<file path="config.mk">
export PLATFORM = sky130hd
export DESIGN_NAME = sreg_update_seq
export DESIGN_NICKNAME = d
export VERILOG_FILES = /design/src/rtl/sreg_update_seq.sv
export SDC_FILE = /design/constraint.sdc
export NUM_CORES = 1
export LEC_CHECK = 0
export BUFFER_PORTS_ARGS = -buffer_cell sky130_fd_sc_hd__buf_4
export CORE_AREA = 8 8 143 145
export DETAILED_ROUTE_END_ITERATION = 8
export DIE_AREA = 0 0 151 153
export PLACE_DENSITY = 0.42
export SKIP_LAST_GASP = 1
export SLEW_MARGIN = 0
export SYNTH_ARGS = -nofsm -noshare
export SYNTH_HDL_FRONTEND = slang
export SYNTH_SLANG_ARGS = --single-unit
</file>
<file path="constraint.sdc">
create_clock -name clk -period 5 [get_ports clk]
set_clock_uncertainty 0.15 [all_clocks]
set_input_delay 0.25 -clock clk [delete_from_list [all_inputs] [get_ports clk]]
set_output_delay 0.25 -clock clk [all_outputs]
set_load 0.01 [all_outputs]
</file>
<file path="src/rtl/sreg_update_seq.sv">
module sreg_update_seq #(
  parameter int CLK_HZ   = 125_000_000,
  parameter int SCK_HALF = 2,
  parameter int POLL_MAX = 8
) (
  input  logic        clk,
  input  logic        rst_n,
  input  logic        start,
  input  logic [15:0] mask,
  input  logic [15:0] value,
  input  logic        persist,
  input  logic        lock_en,
  input  logic [1:0]  lock_mode,
  output logic        busy,
  output logic        done,
  output logic        wrote,
  output logic        err_lock,
  output logic        err_timeout,
  output logic        spi_sck,
  output logic        spi_cs_n,
  output logic        spi_mosi,
  input  logic        spi_miso
);
  localparam int US_CYC = (CLK_HZ + 999_999) / 1_000_000;
  localparam int WW = $clog2(US_CYC + 1);
  localparam int PW = $clog2(POLL_MAX + 1);
  localparam int DW = $clog2(SCK_HALF + 1);
  localparam logic [7:0] OP_RD_LO = 8'h05, OP_RD_HI = 8'h35, OP_WEN = 8'h06,
                         OP_VWEN = 8'h50, OP_WRS = 8'h01;

  typedef enum logic [3:0] {
    S_IDLE, S_RD1, S_RD2, S_WEN, S_WRS, S_POLL, S_WAIT, S_VR1, S_VR2
  } st_t;

  st_t st;
  logic [15:0] m_l, v_l, cur, nxt_word, lk_m, lk_v;
  logic        pers_l, kick, active, fdone, match;
  logic [23:0] tx, frame;
  logic [7:0]  rx;
  logic [4:0]  bits, flen;
  logic [DW-1:0] dcnt;
  logic [WW-1:0] wcnt;
  logic [PW-1:0] polls;

  assign lk_m     = lock_en ? 16'h0180 : 16'h0000;
  assign lk_v     = lock_en ? {7'b0, lock_mode[1], lock_mode[0], 7'b0} : 16'h0000;
  assign nxt_word = (cur & ~m_l) | (v_l & m_l);
  assign match    = ({rx, cur[7:0]} & m_l) == (v_l & m_l);
  assign busy     = (st != S_IDLE);
  assign spi_mosi = tx[23];

  always_comb begin
    frame = {OP_RD_LO, 16'h0000};
    flen  = 5'd16;
    case (st)
      S_RD2, S_VR2: frame = {OP_RD_HI, 16'h0000};
      S_WEN: begin
        frame = {pers_l ? OP_WEN : OP_VWEN, 16'h0000};
        flen  = 5'd8;
      end
      S_WRS: begin
        frame = {OP_WRS, nxt_word[7:0], nxt_word[15:8]};
        flen  = 5'd24;
      end
      default: ;
    endcase
  end

  always_ff @(posedge clk or negedge rst_n) begin
    if (!rst_n) begin
      st <= S_IDLE; m_l <= '0; v_l <= '0; cur <= '0; pers_l <= 1'b0;
      kick <= 1'b0; done <= 1'b0; wrote <= 1'b0;
      err_lock <= 1'b0; err_timeout <= 1'b0; wcnt <= '0; polls <= '0;
    end else begin
      kick <= 1'b0;
      done <= 1'b0;
      case (st)
        S_IDLE: if (start) begin
          m_l <= mask | lk_m;
          v_l <= (value & ~lk_m) | lk_v;
          pers_l <= persist;
          wrote <= 1'b0; err_lock <= 1'b0; err_timeout <= 1'b0;
          st <= S_RD1; kick <= 1'b1;
        end
        S_RD1: if (fdone) begin cur[7:0] <= rx; st <= S_RD2; kick <= 1'b1; end
        S_RD2: if (fdone) begin
          cur[15:8] <= rx;
          if (match) begin st <= S_IDLE; done <= 1'b1; end
          else begin st <= S_WEN; kick <= 1'b1; end
        end
        S_WEN: if (fdone) begin st <= S_WRS; kick <= 1'b1; end
        S_WRS: if (fdone) begin
          wrote <= 1'b1; polls <= '0; wcnt <= '0;
          if (pers_l) begin st <= S_POLL; kick <= 1'b1; end
          else st <= S_WAIT;
        end
        S_POLL: if (fdone) begin
          if (!rx[0]) begin st <= S_VR1; kick <= 1'b1; end
          else if (polls == PW'(POLL_MAX - 1)) begin
            st <= S_IDLE; done <= 1'b1; err_timeout <= 1'b1;
          end else begin polls <= polls + 1'b1; kick <= 1'b1; end
        end
        S_WAIT: if (wcnt == WW'(US_CYC - 1)) begin st <= S_VR1; kick <= 1'b1; end
                else wcnt <= wcnt + 1'b1;
        S_VR1: if (fdone) begin cur[7:0] <= rx; st <= S_VR2; kick <= 1'b1; end
        S_VR2: if (fdone) begin st <= S_IDLE; done <= 1'b1; err_lock <= !match; end
        default: st <= S_IDLE;
      endcase
    end
  end

  always_ff @(posedge clk or negedge rst_n) begin
    if (!rst_n) begin
      active <= 1'b0; spi_cs_n <= 1'b1; spi_sck <= 1'b0; dcnt <= '0;
      tx <= '0; rx <= '0; bits <= '0; fdone <= 1'b0;
    end else begin
      fdone <= 1'b0;
      if (kick) begin
        active <= 1'b1; spi_cs_n <= 1'b0; spi_sck <= 1'b0;
        dcnt <= '0; tx <= frame; bits <= flen;
      end else if (active) begin
        if (dcnt == DW'(SCK_HALF - 1)) begin
          dcnt <= '0;
          if (!spi_sck) begin
            spi_sck <= 1'b1;
            rx <= {rx[6:0], spi_miso};
          end else begin
            spi_sck <= 1'b0;
            tx <= {tx[22:0], 1'b0};
            bits <= bits - 5'd1;
            if (bits == 5'd1) begin
              active <= 1'b0; spi_cs_n <= 1'b1; fdone <= 1'b1;
            end
          end
        end else dcnt <= dcnt + 1'b1;
      end
    end
  end
endmodule


</file>
==> results summary, run 1 <==
The run finished with clean final reports. By startpoint and endpoint, the worst setup path is classified as reg -> reg. The largest net degree at the start of global routing came out at 70.

The area growth from synthesis to layout came out at 21.6%. The number of antenna violations at the first check in global routing came out at 0. The count of clock tree sinks came out at 112. The max capacitance violation total came out at 0.

The clock power share is 19.4%. The worst setup path is launched from a register. The worst supply voltage drop on vdd came out at 0.000168 V. The width of the die came out at 151 µm. The post-place instance area is 5950 µm². For this run, the slowest stage of the critical path takes 0.86 ns. The number of nets still failing antenna checks after routing is 0. The number of vias after detailed routing is 3,777. The average instance in the mapped netlist occupies 11.4 µm². The max-slew violation count came to 0. The worst setup path is captured at a register. The finished cells cover 6540 µm². The pre-antenna-repair detailed-routing pass consisted of 4 iterations. The starting utilization of the core area came out at 29.4%. The share of final-layout standard cells stronger than drive strength 1 is 23.3%. Leaving out fill and tap cells, the most frequent cells in the layout are 111 x sky130_fd_sc_hd__dfrtp_1, 54 x sky130_fd_sc_hd__mux2_2, 50 x sky130_fd_sc_hd__buf_4. After layout, the worst path uses 57.2% of the clock period. The data required time of the worst path is 5.08 ns.

The final global-route overflow total came out at 0. The path class of the tightest hold or removal check is in -> reg. For this design the total switching power over the nets is 1.28 mW. During placement, the flow inserted port buffers numbering 47. The final layout net count is 585. The first-pass GRT wire length is 21,300 µm. The proportion of synthesized chip area in sequential cells is 52.2%.

The cell family contributing the most delay on the critical path is simple AND/OR/NAND/NOR gates. The post-synth net total came out at 515. Clock tree synthesis selected as its root buffer the cell sky130_fd_sc_hd__clkbuf_16. The number of buffers inserted by post-CTS setup repair is 0. The number of setup violations in the final report came out at 0. The final critical delay including setup and external delays came out at 2.86 ns. Leaving out fill and tap cells, the most frequent cell in the layout is sky130_fd_sc_hd__dfrtp_1. For this run, the leading register cell type out of synthesis is sky130_fd_sc_hd__dfrtp_1. Summed over all instances, the cell type with the most area after synthesis is sky130_fd_sc_hd__dfrtp_1.

The count of fill cells added during filler insertion came out at 1,845. The number of levels in the clock H-tree came out at 3. The number of hold-slack violations in the final timing report was 0. The routed wire length is 12,900 µm. The top cell type by area accounts for 51.7% of the synthesized area. The maximum count of clock buffers along a single path is 2. The global-route usage over all layers is 11.7%.

The half-perimeter wire length after detailed placement is 8980 µm. The total I/O pin count is 48. The die boundary height came out at 153 µm.

The clock buffer count from CTS came out at 9. Counting distinct cell types in the post-synthesis netlist gives 52. Synthesis produced a netlist whose cell count is 470.

After clock tree synthesis, the repair step resized 0 gates. The cell area after synthesis came out at 5380 µm². The placeable core region came out at 18,300 µm².

The critical path arrival came out at 2.94 ns. The final total negative setup slack came out at 0 ns. The iteration-0 DRC count of the detailed router came out at 156. The number of diodes came out at 0. The worst-margin pin slew is 0.996 ns. The leakage power figure came out at 2.95 nW. The count of yosys warnings during synthesis is 0. The detail-routed net length per standard cell came out at 16.6 µm. The proportion of power drawn by combinational gates is 34.9%. The post-CTS clock slew at the launch and capture registers of the worst setup and hold paths is 0.07 ns.

The relative contribution of sequential cells to total power is 45.7%. The floorplan step defined a die boundary enclosing 23,100 µm². The count of flip-flops with a built-in enable after synthesis is 0.

The standard cell with the maximum stage delay on the critical path is sky130_fd_sc_hd__or4b_1. Setup repair after global routing left no endpoint under its margin. The final weighted congestion in routability-driven placement came out at 0.767. In this run the power density over the cells is 532 nW/µm².

The clock latency at the later pin of the worst-skew pair came out at 0.35 ns. The buffer and inverter count on the worst path is 0. The most numerous cell on the critical path is sky130_fd_sc_hd__nor2_1. The post-synthesis async set-or-reset flop share came out at 100%. TritonCTS built the clock tree.

The floorplan has 50 rows. The switching fraction of total power came out at 36.9%. The internal portion of the total power is 2.19 mW. The total DRC errors in the routed layout came out at 0.

The signal on the critical path passes through or4b_1 > nor2_1 > nor2_1 > mux2_2. Ranked by total cell area, the synthesized netlist is headed by sky130_fd_sc_hd__dfrtp_1 52%, sky130_fd_sc_hd__mux2_2 11%, sky130_fd_sc_hd__mux2i_1 6.5%. The detail-routed via count per cell is 4.85. The worst-path maximum fanout is 20.

Static timing analysis puts the maximum clock frequency at 0.350 GHz. The number of global-route vias before repair is 3,919. Counting flops and latches in the post-synthesis netlist gives 112. The relative slew slack came out at 33.5%.
## per-stage QoR
stage | instances | setup slack [ns] | utilization (%) | hold WS (ns) | power [mW]
floorplan | 470 | 3.09 | - | -0.196 | 2.42
global placement | 732 | 2.24 | 32.6 | 0.296 | 2.79
detailed placement | 732 | 2.14 | 32.6 | 0.294 | 2.81
CTS | 779 | 2.13 | 35.8 | 0.00165 | 3.53
global route | 779 | 1.97 | 35.8 | 0.0319 | 3.73
finish | 779 | 2.14 | 35.8 | 0.0154 | 3.47
## state kept, by name, summed over array words and instances (netlist names), 2 cells and up
register,flops
bits,5
cur,16
dcnt,2
m_l,16
polls,4
rx,8
st,4
tx,24
v_l,16
wcnt,7
## routing by layer
| metal | share of wire, % | wire (µm) | vias up | track usage (%) |
|---|---|---|---|---|
| met5 | 0 | 0 | - | 0 |
| met4 | 2.2 | 278 | 0 | 5.14 |
| met3 | 2.4 | 311 | 18 | 1.68 |
| met2 | 45 | 5860 | 50 | 17.9 |
| met1 | 50 | 6470 | 1880 | 16.0 |
| li1 | - | - | 1829 | - |
## power groups by stage
stage,Sequential [mW],Combinational [mW],Clock [mW]
floorplan,1.46,0.955,0
global route,1.64,1.35,0.740
finish,1.59,1.21,0.673
detailed placement,1.61,1.21,0
CTS,1.59,1.23,0.708
global placement,1.60,1.20,0
## area by class of cell
class	instances	area [µm²]	area share, %
clock buffer	11	243	3.71
clock inverter	5	32.5	0.498
inverter	13	48.8	0.747
multi-input combinational	323	2430	37.2
sequential	112	2800	42.9
tap	234	293	4.48
timing repair buffer	81	686	10.5
## synthesized netlist by cell type (3+ instances only)
master,count
sky130_fd_sc_hd__dfrtp_1,111
sky130_fd_sc_hd__mux2_2,54
sky130_fd_sc_hd__o21ai_0,36
sky130_fd_sc_hd__mux2i_1,35
sky130_fd_sc_hd__nand2_1,27
sky130_fd_sc_hd__nor2_1,26
sky130_fd_sc_hd__xor2_1,24
sky130_fd_sc_hd__or3_1,18
sky130_fd_sc_hd__inv_1,13
sky130_fd_sc_hd__a21oi_1,12
sky130_fd_sc_hd__clkbuf_1,11
sky130_fd_sc_hd__buf_2,10
sky130_fd_sc_hd__a22oi_1,9
sky130_fd_sc_hd__nand3_1,8
sky130_fd_sc_hd__nor3_1,7
sky130_fd_sc_hd__nand4_1,6
sky130_fd_sc_hd__xnor2_1,6
sky130_fd_sc_hd__and3_1,5
sky130_fd_sc_hd__ha_1,5
sky130_fd_sc_hd__nor2b_1,3
sky130_fd_sc_hd__nor4_1,3
sky130_fd_sc_hd__or4_1,3
## what timing repair did
| action | in CTS | in global routing |
|---|---|---|
| hold buffers | 31 | 0 |
| setup endpoints to repair | 0 | 0 |
| endpoints found under the hold margin | 98 | 0 |
## final timing paths
path | start | to | slack (ns) | cells past startpoint
min reg2reg | spi_cs_n | spi_cs_n | 0.32 | 2
min in group asynchronous | rst_n | m_l[1] | 0.44 | 2
max | st[2] | wcnt[0] | 2.14 | 4
min | mask[7] | m_l[7] | 0.02 | 3
max in group asynchronous | rst_n | wcnt[2] | 3.15 | 3
max reg2reg | st[2] | wcnt[0] | 2.14 | 4
## cell families after synthesis
family,count (synthesis),share of synthesized area [%]
flip-flops,112,52.2
AND/OR/NAND/NOR,122,12.2
adder cells (fa/ha/maj),5,1.16
AO/OA/AOI/OAI,77,8.98
buffers and inverters,35,2.75
multiplexers,89,17.8
XOR/XNOR,30,4.89
## worst register-to-register path, cell delays in order, from the launching register on
cell and delay (ns):
sky130_fd_sc_hd__dfrtp_1 0.63, sky130_fd_sc_hd__or4b_1 0.86, sky130_fd_sc_hd__nor2_1 0.72, sky130_fd_sc_hd__nor2_1 0.10, sky130_fd_sc_hd__mux2_2 0.29
No activity file was read; power rests on OpenSTA's default activity.
==> run 2: changes to the inputs <==
Settings changed: PLACE_DENSITY 0.42 to 0.43.
Clock period 5 ns to 2.5 ns, I/O delays scaled along.
==> results summary, run 2 (synthesis gave the netlist of run 1 again) <==
The number of antenna violations at the first check in global routing is 0 (unchanged). Setup repair after global routing left no endpoint under its margin. The max-slew violation count was 0 (unchanged). The count of TritonRoute iterations in the first routing pass is 4 (unchanged). The maximum single-stage delay on the critical path is 0.64 ns (-0.22 ns). The number of hold-slack violations in the final timing report is 0 (unchanged). The number of vias after detailed routing is 3,860 (+2.2%). The signal on the critical path passes through and4bb_1 > and2_1 > a211o_1 > or2_1 > a221oi_1. The number of global-route vias before repair is 4,102 (+4.7%). The power density normalized to cell area came out at 1060 nW/µm² (+99%). The number of standard cells in the layout, taps in and fillers out is 799 (+2.6%). The global-route usage over all layers is 11.7% (+0.054 points). The relative slew slack came out at 58.1% (+25 points). The total I/O pin count is 48 (unchanged).

The final critical delay including setup and external delays came out at 2.29 ns (-0.565 ns). The largest net degree at the start of global routing is 113 (+61%). The share of the core filled with cells in the final layout is 37.0% (+1.3 points). The max capacitance violation total came out at 0 (unchanged). The post-route fraction of the period consumed by the critical path came to 91.7% (+35 points).

The final layout net count came out at 605 (+3.4%). The final cell area excluding filler cells came out at 6770 µm² (+3.5%). The detail-routed net length per standard cell is 15.9 µm (-3.8%). The switching fraction of total power is 36.1% (-0.81 points). The reg-to-reg setup timing slack came out at 0.21 ns (-1.93 ns). The area growth from synthesis to layout is 25.8%. The register with the most flip-flops in the final layout is tx. The most common library cell in the layout ignoring fill and taps is sky130_fd_sc_hd__dfrtp_1.

The area of the die is 23,100 µm² (unchanged). The final global-route overflow total is 0 (unchanged). The count of buffers inserted at the top-level ports is 47 (unchanged). The share of final-layout standard cells stronger than drive strength 1 is 24.6% (+1.3 points).

The post-place instance area came to 6070 µm² (+1.9%). The count of fill cells added during filler insertion is 1,840 (-0.27%). The width of the die came to 151 µm (unchanged). The die boundary height came out at 153 µm (unchanged). The routed wire length is 12,700 µm (-1.4%).

The leakage power figure was 3.07 nW (+3.9%). The cell family contributing the most delay on the critical path is simple AND/OR/NAND/NOR gates. The starting utilization of the core area is 29.4% (unchanged).

The number of setup violations in the final report was 0 (unchanged). The worst setup path is launched from a register. The top cell types in the final layout, fill and taps aside, are 111 x sky130_fd_sc_hd__dfrtp_1, 60 x sky130_fd_sc_hd__buf_4, 54 x sky130_fd_sc_hd__mux2_2.

The half-perimeter wire length after detailed placement is 8810 µm (-2.0%). The detail-routed via count per cell came to 4.83 (-0.36%). The number of nets still failing antenna checks after routing is 0 (unchanged). The placeable core region was 18,300 µm² (unchanged). The maximum clock frequency came to 0.436 GHz (+25%). The critical path arrival is 2.39 ns (-0.55 ns). The kind of capture point of the worst setup path is a register. The number of diodes is 0 (unchanged). The power spent charging and discharging nets came out at 2.59 mW (+100%). The buffer and inverter count on the worst path came out at 0 (unchanged). The standard-cell row count is 50 (unchanged). The number of gates resized after CTS is 0 (unchanged). The worst-path maximum fanout came out at 16 (-20%). The worst-margin pin slew came out at 0.629 ns (-0.367 ns). The count of hold-fix buffers inserted at cts came out at 39 (+26%). The internal power of the cells came out at 4.57 mW (+110%).

The number of levels in the clock H-tree came out at 3 (unchanged). The total DRC errors in the routed layout is 0 (unchanged). The post-CTS clock slew at the launch and capture registers of the worst setup and hold paths is 0.07 ns (about the same). The maximum count of clock buffers along a single path is 2 (unchanged).

The relative contribution of sequential cells to total power was 44.4% (-1.3 points). The iteration-0 DRC count of the detailed router came out at 182 (+17%). The flow ran to the end, and the final reports show no timing, DRC or antenna violations. The flip-flop count of the largest register, all copies and words added is 24 (unchanged). The first-pass GRT wire length is 21,500 µm (+0.81%). The clock buffer count from CTS came out at 9 (unchanged). The critical path class is reg -> reg.

The clock power share came out at 20.9% (+1.5 points). The count of clock tree sinks came to 112 (unchanged). The final weighted congestion in routability-driven placement came to 0.806 (+5.0%). The number of buffers inserted by post-CTS setup repair is 0 (unchanged). In this run the worst hold path is classified as in -> reg.

The proportion of power drawn by combinational gates is 34.7% (-0.2 points). The instance count after placement with tap cells included is 744 (+1.6%). The final total negative setup slack was 0 ns (unchanged).

TritonCTS built the clock tree. The clock latency at the later pin of the worst-skew pair came out at 0.35 ns (about the same). The tree is rooted in a sky130_fd_sc_hd__clkbuf_16.

The largest individual stage delay along the critical path comes from the cell sky130_fd_sc_hd__dfrtp_1. The worst supply voltage drop on vdd came to 0.000391 V (+130%). The data required time of the worst path came out at 2.60 ns (-2.48 ns).
run 2: cell types whose count changed in the layout (fill, tap and decap cells not counted), sizes merged:
cell / before / now
clkbuf: 11 / 12
bufinv: 0 / 1
dlygate4sd3: 31 / 39
clkinv: 5 / 3
buf: 50 / 62
run 2: final timing paths:
kind / end / cells after the start / startpoint
min in group asynchronous: rx[5] / 3 / rst_n
max reg2reg: st[1] / 5 / st[3]
min: kick / 5 / start
min reg2reg: spi_cs_n / 2 / spi_cs_n
max: st[1] / 5 / st[3]
max in group asynchronous: wcnt[4] / 3 / rst_n
run 2: area by class of cell:
type	count	area, µm²	area share (%)
clock buffers	12	256	3.79
multi-input cells	323	2430	35.9
flip-flops and latches	112	2800	41.4
inverters	13	48.8	0.721
repair buffers	101	881	13.0
clock inverters	4	52.6	0.777
well taps	234	293	4.33
run 2: worst reg2reg max path, delay by kind of cell, from the launching register on:
family           cells  cell delay [ns]
AO/OA/AOI/OAI        2             0.66
AND/OR/NAND/NOR      3             0.75
flip-flops           1             0.64
run 2: power by group through the flow:
stage / Clock [mW] / Sequential, mW / Combinational, mW
floorplan: 0 / 2.93 / 1.91
CTS: 1.56 / 3.19 / 2.52
finish: 1.50 / 3.18 / 2.48
global placement: 0 / 3.19 / 2.43
global route: 1.63 / 3.30 / 2.78
detailed placement: 0 / 3.22 / 2.46
run 2: stage by stage:
stage / hold slack [ns] / power (mW) / setup WS [ns]
floorplan: -0.321 / 4.84 / 0.593
global placement: 0.110 / 5.63 / 0.312
detailed placement: 0.118 / 5.68 / 0.257
CTS: 0.111 / 7.27 / 0.239
global route: 0.133 / 7.71 / 0.0691
finish: 0.120 / 7.16 / 0.207
run 2: routing by layer:
metal	share of wire (%)	vias to the layer above	track usage (%)
li1	-	1864	-
met1	49	1920	16.2
met2	47	61	17.7
met3	2.9	15	1.86
met4	1.9	0	5.09
met5	0	-	0
==> run 3: changes to the inputs <==
Settings changed: CORE_AREA 8 8 143 145 to 2 2 137 139, CTS_CLUSTER_SIZE set to 24, DIE_AREA 0 0 151 153 to 0 0 139 141.
==> results summary, run 3 (synthesis gave the netlist of run 1 again) <==
The detail-routed net length per standard cell came out at 16.0 µm (+0.17%). The total DRC errors in the routed layout is 0 (unchanged). The min-delay analysis places its worst path in the category in -> reg. The count of buffers inserted at the top-level ports is 47 (unchanged). The number of vias after detailed routing came to 3,846 (-0.36%).

Walking the worst path, the cells encountered are and4bb_1 > and2_1 > a211o_1 > or2_1 > a221oi_1. The number of global-route vias before repair is 4,075 (-0.66%). The starting utilization of the core area is 29.4% (unchanged). The power density normalized to cell area is 1040 nW/µm² (-1.4%). The worst reg-to-reg path cell count came out at 5 (unchanged). The half-perimeter wire length after detailed placement came to 8830 µm (+0.29%). The relative slew slack came to 66.7% (+8.6 points).

The max-slew violation count is 0 (unchanged). The worst reg2reg path endpoint is st[0]. The number of levels in the clock H-tree came out at 3 (unchanged).

The final layout net count is 607 (+0.33%). The detail-routed via count per cell was 4.81 (-0.49%). The routed wire length is 12,800 µm (+0.29%). The count of clock tree sinks came out at 112 (unchanged). The number of buffers inserted by post-CTS setup repair came out at 0 (unchanged).

The number of antenna violations at the first check in global routing came out at 0 (unchanged). The die boundary height came out at 141 µm (-7.8%). TritonCTS built the clock tree. The iteration-0 DRC count of the detailed router came to 141 (-23%). The flip-flop count of the largest register, all copies and words added was 24 (unchanged).

The global-route usage over all layers came out at 14.0% (+2.3 points). The critical path class is reg -> reg. The path with the worst hold slack has its endpoint at kick. The first-pass GRT wire length came to 21,900 µm (+1.8%).

The final global-route overflow total is 0 (unchanged). The post-place instance area came to 6080 µm² (+0.25%). The number of hold-slack violations in the final timing report is 0 (unchanged). Leaving out fill and tap cells, the most frequent cells in the layout are 111 x sky130_fd_sc_hd__dfrtp_1, 62 x sky130_fd_sc_hd__buf_4, 54 x sky130_fd_sc_hd__mux2_2.

The flow ran to the end, and the final reports show no timing, DRC or antenna violations. The amount of wire on met2 after detailed routing came to 5880 µm (-0.93%). The data required time of the worst path is 2.60 ns (about the same). The final critical delay including setup and external delays came out at 2.23 ns (-0.0578 ns). The cell sitting at the root of the clock tree is a sky130_fd_sc_hd__clkbuf_16. The clock latency at the later pin of the worst-skew pair came out at 0.35 ns (about the same). STA classifies the critical path startpoint as a register.

The clock buffer count from CTS came out at 9 (unchanged). The max capacitance violation total is 0 (unchanged). The worst setup path is captured at a register. The width of the die was 139 µm (-7.9%). The share of final-layout standard cells stronger than drive strength 1 was 24.6% (-0.043 points). The highest layer touched by signal routing is met4. Among all stages on the critical path, the largest delay is contributed by sky130_fd_sc_hd__dfrtp_1. The worst supply voltage drop on vdd came out at 0.000371 V (-5.0%). Setup repair after global routing left no endpoint under its margin. The critical hold path startpoint is start. The most common library cell in the layout ignoring fill and taps is sky130_fd_sc_hd__dfrtp_1. The number of cells on the worst hold path is 5 (unchanged). The final total negative setup slack came out at 0 ns (unchanged). The standard-cell row count came out at 50 (unchanged). The maximum count of clock buffers along a single path was 2 (unchanged). The post-route fraction of the period consumed by the critical path is 89.4% (-2.3 points). The reg-to-reg setup timing slack is 0.27 ns (+0.06 ns).

The maximum clock frequency was 0.447 GHz (+2.6%). The number of diodes is 0 (unchanged). The placeable core region came out at 18,300 µm² (unchanged). The buffer and inverter count on the worst path was 0 (unchanged). The largest net degree at the start of global routing came out at 64 (-43%). The maximum single-stage delay on the critical path is 0.56 ns (-0.08 ns). The reg-to-reg critical path startpoint is st[2].

The number of setup violations in the final report came to 0 (unchanged). Relative to the synthesized area, the layout overhead comes to 25.3%. The detailed-route wire length on metal 1 was 6330 µm (+2.5%). The final cell area excluding filler cells is 6740 µm² (-0.43%).

The critical path arrival is 2.33 ns (-0.06 ns). The post-CTS clock slew at the launch and capture registers of the worst setup and hold paths was 0.07 ns (about the same). The cell family contributing the most delay on the critical path is simple AND/OR/NAND/NOR gates. The count of TritonRoute iterations in the first routing pass came out at 4 (unchanged).

The total I/O pin count is 48 (unchanged). The routed length on met3 came out at 262 µm (-30%). The register with the most flip-flops in the final layout is tx. The worst-margin pin slew is 0.500 ns (-0.129 ns). The final weighted congestion in routability-driven placement came to 0.801 (-0.62%). The number of nets still failing antenna checks after routing is 0 (unchanged). The area of the die came to 19,600 µm² (-15%). The leakage power figure is 3.05 nW (-0.35%). The worst-path maximum fanout was 18 (+2).
[run 3: cell type report]
type | instances | area (µm²)
fillers | 1842 | 11500
flip-flops and latches | 112 | 2800
multi-input cells | 323 | 2430
repair buffers | 103 | 896
well taps | 234 | 293
clock buffers | 12 | 246
inverters | 13 | 48.8
clock inverters | 3 | 18.8
[run 3: per-layer routing]
| layer | up-vias | track usage (%) |
|---|---|---|
| li1 | 1869 | - |
| met1 | 1904 | 19.9 |
| met2 | 58 | 21.8 |
| met3 | 15 | 1.66 |
| met4 | 0 | 6.06 |
| met5 | - | 0 |
[run 3: timing repair]
item                                    4_1_cts  5_1_grt
hold buffers                                 39        0
hold endpoints to repair                     64        0
gates resized for setup                       0        0
endpoints found under the setup margin        0        0
[run 3: worst max-delay path by stage]
stage               cells after the start  startpoint  slack, ns        to
floorplan                               5       st[1]       0.59  polls[0]
global placement                        5       st[2]       0.37     st[0]
detailed placement                      5       st[2]       0.29     st[0]
CTS                                     5       st[2]       0.27     st[0]
global route                            5       st[1]       0.12     st[0]
finish                                  5       st[2]       0.27     st[0]
[run 3: through the flow]
stage	hold WS, ns	utilization [%]	setup slack [ns]	power, mW	instances
after global placement	-0.0509	33.3	0.367	5.65	746
after global routing	0.139	36.9	0.122	7.61	800
after floorplan	-0.321	-	0.593	4.84	470
final	0.111	36.9	0.265	7.03	800
after detailed placement	-0.0429	33.3	0.290	5.71	746
after CTS	0.0967	36.9	0.266	7.15	800
[run 3: power by group]
part / switching (mW) / internal, mW
Clock: 0.644 / 0.699
Combinational: 1.24 / 1.31
Sequential: 0.692 / 2.45
Total: 2.58 / 4.46
[run 3: worst min-delay path, delay by kind of cell]
kind	cells	cell delay (ns)
and+or+nand+nor	2	0.16
buffers and inverters	1	0.12
AOI/OAI and AO/OA	2	0.15
